**config.mk**
```make
export PLATFORM = sky130hd
export DESIGN_NAME = reaction_timer
export DESIGN_NICKNAME = d
export VERILOG_FILES = /design/src/rtl/rt_pkg.sv /design/src/rtl/rt_tick_div.sv /design/src/rtl/rt_bcd_counter.sv /design/src/rtl/rt_seg7.sv /design/src/rtl/reaction_timer.sv
export SDC_FILE = /design/constraint.sdc
export NUM_CORES = 1
export LEC_CHECK = 0
export ABC_CLOCK_PERIOD_IN_PS = 8700
export CAP_MARGIN = 15
export CORE_ASPECT_RATIO = 0.8
export CORE_UTILIZATION = 50
export DETAILED_ROUTE_END_ITERATION = 16
export DONT_BUFFER_PORTS = 1
export PLACE_DENSITY = 0.62
export REMOVE_ABC_BUFFERS = 1
export SYNTH_ARGS = -nofsm -noshare
export SYNTH_HDL_FRONTEND = slang
export SYNTH_SLANG_ARGS = --single-unit
```
**constraint.sdc**
```tcl
create_clock -name clk -period 8.7 [get_ports clk]
set_clock_uncertainty 0.2 [all_clocks]
set_input_delay 0.435 -clock clk [delete_from_list [all_inputs] [get_ports clk]]
set_output_delay 0.435 -clock clk [all_outputs]
set_load 0.02 [all_outputs]
```
**src/rtl/rt_pkg.sv**
```systemverilog
// Shared definitions for the reaction timer: the digit type and the
// seven-segment encoding (active-high, segment a in bit 6, g in bit 0).
package rt_pkg;

    typedef logic [3:0] digit_t;
    typedef logic [6:0] seg_t;

    localparam digit_t DIGIT_MAX = 4'd9;

    // Map a decimal digit to its segment pattern; values above 9 blank.
    function automatic seg_t seg_encode(input digit_t d);
        seg_t s;
        case (d)
            4'd0: s = 7'b1111110;
            4'd1: s = 7'b0110000;
            4'd2: s = 7'b1101101;
            4'd3: s = 7'b1111001;
            4'd4: s = 7'b0110011;
            4'd5: s = 7'b1011011;
            4'd6: s = 7'b1011111;
            4'd7: s = 7'b1110000;
            4'd8: s = 7'b1111111;
            4'd9: s = 7'b1111011;
            default: s = 7'b0000000;
        endcase
        return s;
    endfunction

endpackage

```
**src/rtl/rt_tick_div.sv**
```systemverilog
// Free-running clock-enable divider. Emits a one-cycle pulse on the last
// cycle of every 2^DIV_BITS cycles. Assumes a synchronous active-low reset
// that restarts the phase at zero.
module rt_tick_div #(
    parameter int DIV_BITS = 10
) (
    input  logic clk,
    input  logic rst_n,
    output logic tick
);
    localparam logic [DIV_BITS-1:0] PHASE_LAST = {DIV_BITS{1'b1}};

    logic [DIV_BITS-1:0] phase_q;

    // Advance the phase counter each cycle, wrapping naturally.
    always_ff @(posedge clk) begin
        if (!rst_n) phase_q <= '0;
        else        phase_q <= phase_q + 1'b1;
    end

    assign tick = (phase_q == PHASE_LAST);

    generate
        if (DIV_BITS > 1) begin : g_pulse_chk
            assert_tick_single_R1: assert property (@(posedge clk) disable iff (!rst_n)
                tick |=> !tick);
        end
    endgenerate

endmodule

```
**src/rtl/rt_bcd_counter.sv**
```systemverilog
// Two-digit decimal counter. It steps once per cycle in which step_en is
// high. The units digit wraps 9->0, and the tens digit advances on the
// units carry. Holds at 99. Assumes step_en is a single-cycle enable.
module rt_bcd_counter
    import rt_pkg::*;
(
    input  logic   clk,
    input  logic   rst_n,
    input  logic   step_en,
    output digit_t tens,
    output digit_t units
);
    logic units_top;
    logic at_ceiling;

    assign units_top  = (units == DIGIT_MAX);
    assign at_ceiling = units_top && (tens == DIGIT_MAX);

    // Units digit: reload zero after nine, freeze at the ceiling.
    always_ff @(posedge clk) begin
        if (!rst_n)                     units <= '0;
        else if (step_en && !at_ceiling) units <= units_top ? '0 : units + 4'd1;
    end

    // Tens digit: advance only when the units digit carries.
    always_ff @(posedge clk) begin
        if (!rst_n)                                  tens <= '0;
        else if (step_en && !at_ceiling && units_top) tens <= tens + 4'd1;
    end

    assert_digit_range_R2: assert property (@(posedge clk) disable iff (!rst_n)
        (units <= DIGIT_MAX) && (tens <= DIGIT_MAX));

    assert_tens_carry_R2: assert property (@(posedge clk) disable iff (!rst_n)
        ($past(rst_n) && (tens != $past(tens))) |-> ($past(units) == DIGIT_MAX && units == 4'd0));

    assert_hold_ceiling_R3: assert property (@(posedge clk) disable iff (!rst_n)
        (tens == DIGIT_MAX && units == DIGIT_MAX) |=> (tens == DIGIT_MAX && units == DIGIT_MAX));

endmodule

```
**src/rtl/rt_seg7.sv**
```systemverilog
// Combinational seven-segment decoder for one decimal digit.
// Assumes the digit is in 0..9. Larger values produce a blank pattern.
module rt_seg7
    import rt_pkg::*;
(
    input  digit_t digit,
    output seg_t   seg
);
    // Look up the pattern for the current digit.
    always_comb seg = seg_encode(digit);
endmodule

```
**src/rtl/reaction_timer.sv**
```systemverilog
// Reaction timer top. A start pulse sets the run flag, which lights the LED
// and gates the divider pulse into the decimal counter. A low button clears
// the flag and wins over start. Assumes btn_n is clean and synchronous.
module reaction_timer
    import rt_pkg::*;
#(
    parameter int DIV_BITS = 10
) (
    input  logic       clk,
    input  logic       rst_n,
    input  logic       start,
    input  logic       btn_n,
    output logic       led,
    output logic [3:0] bcd_tens,
    output logic [3:0] bcd_units,
    output logic [6:0] seg_tens,
    output logic [6:0] seg_units
);
    logic   tick;
    logic   run_q;
    digit_t tens_d;
    digit_t units_d;

    rt_tick_div #(.DIV_BITS(DIV_BITS)) u_div (
        .clk   (clk),
        .rst_n (rst_n),
        .tick  (tick)
    );

    // Run flag: the button clears it with priority, and start sets it.
    always_ff @(posedge clk) begin
        if (!rst_n)      run_q <= 1'b0;
        else if (!btn_n) run_q <= 1'b0;
        else if (start)  run_q <= 1'b1;
    end

    rt_bcd_counter u_cnt (
        .clk     (clk),
        .rst_n   (rst_n),
        .step_en (tick && run_q),
        .tens    (tens_d),
        .units   (units_d)
    );

    rt_seg7 u_seg_t (.digit(tens_d),  .seg(seg_tens));
    rt_seg7 u_seg_u (.digit(units_d), .seg(seg_units));

    assign led       = run_q;
    assign bcd_tens  = tens_d;
    assign bcd_units = units_d;

    assert_start_sets_R5: assert property (@(posedge clk) disable iff (!rst_n)
        (start && btn_n) |=> led);

    assert_btn_clears_R6: assert property (@(posedge clk) disable iff (!rst_n)
        !btn_n |=> !led);

    assert_idle_frozen_R6: assert property (@(posedge clk) disable iff (!rst_n)
        !led |=> ($stable(bcd_tens) && $stable(bcd_units)));

endmodule

```
==> metrics.csv <==
stage,metric,value,unit
run_status,status,"complete, no violations",
critical_path,arrival,3.33,ns
critical_path,r2r_end,u_seg_u.seg[0],
clock_tree,ctsHoldBuffers,0,
grt,grt_overflow,0,
synthesis,async_reset_ff_share,0,%
grt,grt_max_degree,27,
grt,antenna_found_initial,0,
timing,rsz0062_at_grt,false,
synthesis,yosysSeqAreaShare,38.8,%
min_path,whs_endpoint,u_cnt.tens[0],
min_path,hold_start,rst_n,
clock_tree,cts_setup_buffers,0,
floorplanning,die_h,54.2,um
timing,fin_setup_tns,0,ns
floorplanning,io_pins,27,
synthesis,netlist-cell-type-count,45,
timing,slew_headroom,41.8,%
routing,drc,0,
floorplanning,initial_core_util,53.7,%
clock_tree,cts-htree-levels,2,
power_and_ir_drop,total_power,282,uW
power_and_ir_drop,power_density,155,nW/um^2
min_path,hold_class,in -> reg,
finish,drive_gt1_share,9.78,%
routing,routed_wl,3160,um
critical_path,rrSetupSlack,5.38,ns
placement,gp_congestion,0.758,
critical_path,worstPathRequired,8.71,ns
floorplanning,core_area,3180,um^2
critical_path,cp_max_fo,7,
grt,grt_pass1_wl,4890,um
power_and_ir_drop,leakagePower,0.804,nW
clock_tree,cts_root_buffer,clkbuf_8,
timing,setup_ws,5.38,ns
synthesis,yosysWarningCount,0,
clock_tree,tritoncts,yes,
timing,setup_violations,0,
finish,fillCellCount,283,
timing,max_freq,301,MHz
clock_tree,clockBufferDepth,2,
critical_path,rr_worst_depth,12,
routing,vias,1230,
critical_path,critPathLaunchType,flop,
synthesis,yosys.area.top_type,dfxtp_1,
critical_path,critical_path_class,reg -> reg,
finish,nets,204,
synthesis,synth.avg_cell_area,9.31,um^2
critical_path,cp-end-kind,flop,
routing,drt-pass1-iter-count,4,
synthesis,synth.cell_area,1700,um^2
synthesis,syn-instance-count,183,
timing,post-route-min-period,3.32,ns
clock_tree,cts.sinks,33,
grt,grt_use_total,19.0,%
routing,wire_per_inst,14.1,um
grt,grt_pass1_vias,1097,
clock_tree,clk_pin_slew,0.07,ns
finish,diodes,0,
synthesis,synth_seq_cells,33,
finish,synthToLayoutAreaGrowth,6.83,%
routing,drtIter0Drc,71,
synthesis,synth-main-ff-cell,dfxtp_1,
routing,wl_met1,1610,um
timing,post-route-period-util,38.2,%
placement,port-buffer-count,0,
synthesis,synth_edf_count,0,
floorplanning,die_w,67.3,um
synthesis,netlist.area_leader.share,38.8,%
synthesis,ys_top_cells_by_area,"dfxtp_1 (39%), ha_1 (12%), o21ai_0 (3.2%)",
clock_tree,cts_made_buffers,5,
min_path,holdPathStages,1,
job,max_cap_violations,0,
routing,wl_met2,1260,um
routing,antenna_left,0,
placement,post-place-ws,5.45,ns
critical_path,r2r_start,u_div.phase_q[0],
timing,slew_viol_final,0,
routing,highest_layer,met4,
routing,dr_wl_met3,224,um
clock_tree,worstSkewPairLatency,0.29,ns
timing,final-hold-violation-count,0,
routing,via_per_inst,5.49,
floorplanning,num_rows,18,
power_and_ir_drop,irDropWorstVdd,0.0000930,V
floorplanning,fp.dieArea,3650,um^2
timing,worst_pin_slew,0.867,ns
clock_tree,cts_resized,0,
placement,dp_hpwl,2280,um
registers in the layout, indices dropped and copies added, names as in the netlist:
| register | flops |
|---|---|
| u_div.phase_q | 10 |
| led | 1 |
| u_cnt.tens | 4 |
| u_seg_t.seg | 7 |
| u_cnt.units | 4 |
| u_seg_u.seg | 7 |
cell usage after synthesis (2+ instances only):
| cell | count |
|---|---|
| a21boi_0 | 4 |
| dfxtp_1 | 33 |
| o21ai_1 | 2 |
| a22oi_1 | 2 |
| nor3_1 | 3 |
| mux2_2 | 2 |
| nor2b_1 | 3 |
| nand2_1 | 11 |
| a21o_1 | 2 |
| o31ai_1 | 2 |
| xor2_1 | 2 |
| nand3b_1 | 2 |
| nor2_1 | 10 |
| nand4_1 | 2 |
| nand3_1 | 9 |
| ha_1 | 17 |
| mux2i_1 | 4 |
| a21oi_1 | 5 |
| inv_1 | 14 |
| o21ai_0 | 11 |
| and2_1 | 5 |
| xnor2_1 | 4 |
| or3_1 | 3 |
| clkbuf_1 | 5 |
| o21a_1 | 4 |
| and3b_1 | 3 |
metal layers:
metal  global-route usage (%)  vias up
met5                        0        -
met4                     11.7        0
met3                     7.29        9
met2                     25.8       33
met1                     25.1      552
li1                         -      636
final cells by class:
cell class	count	area, um^2	share of cell area, %
Multi-Input combinational cell	129	956	52.5
Clock buffer	7	96.3	5.29
Clock inverter	1	5.00	0.275
Sequential cell	33	661	36.3
Tap cell	40	50.0	2.75
Inverter	14	52.6	2.89
how the worst max path moves through the flow:
stage | start | endpoint | slack, ns | depth (start not counted)
after floorplan | u_div.phase_q[0] | u_seg_u.seg[0] | 5.88 | 12
after global placement | u_div.phase_q[0] | u_seg_u.seg[0] | 5.59 | 12
after detailed placement | u_div.phase_q[0] | u_seg_u.seg[0] | 5.45 | 12
after CTS | u_div.phase_q[0] | u_seg_u.seg[0] | 5.44 | 12
after global routing | u_div.phase_q[0] | u_seg_u.seg[0] | 4.99 | 12
final | u_div.phase_q[0] | u_seg_u.seg[0] | 5.38 | 12
kinds of logic (layout without fill, tap and decap cells):
kind of cell	count (synthesis)	in the layout	synth area share (%)
adder cells (fa/ha/maj)	17	17	12.5
AND/OR/NAND/NOR	58	58	19.0
XOR/XNOR	6	6	3.08
flip-flops	33	33	38.8
buffers and inverters	21	22	5.14
AO/OA/AOI/OAI	42	42	17.8
multiplexers	6	6	3.67
power breakdown:
part           switching (mW)  internal (mW)
sequential            0.00136          0.152
clock                  0.0537         0.0714
combinational        0.000803        0.00183
total                  0.0559          0.226
stage by stage:
stage	hold WS (ns)	utilization [%]	area (um^2)	cells
after floorplan	0.212	-	1670	176
after detailed placement	0.238	54.1	1720	216
after global placement	0.222	54.1	1720	216
after CTS	0.0562	57.3	1820	224
final	0.0635	57.3	1820	224
after global routing	0.0504	57.3	1820	224
layout by cell type, fill, tap and decap left out, types with 3 or more instances in the layout:
master,count
xnor2_1,4
nor2_1,10
or3_1,3
nor2b_1,3
inv_1,14
a21oi_1,5
mux2i_1,4
nand3_1,9
ha_1,17
a21boi_0,4
o21ai_0,11
and2_1,5
clkbuf_8,7
o21a_1,4
nor3_1,3
dfxtp_1,33
and3b_1,3
nand2_1,11
worst max-delay path: stages, from the launching register on:
cell and delay, ns:
dfxtp_1 0.35, ha_1 0.21, nand4_1 0.18, nor3_1 0.62, a21oi_1 0.14, o21ai_1 0.45
inv_1 0.16, ha_1 0.23, inv_1 0.07, nor2_1 0.04, a2111oi_0 0.34, o21ai_0 0.13
o21ai_0 0.14
Note: power is estimated with default switching activity, not from simulation.
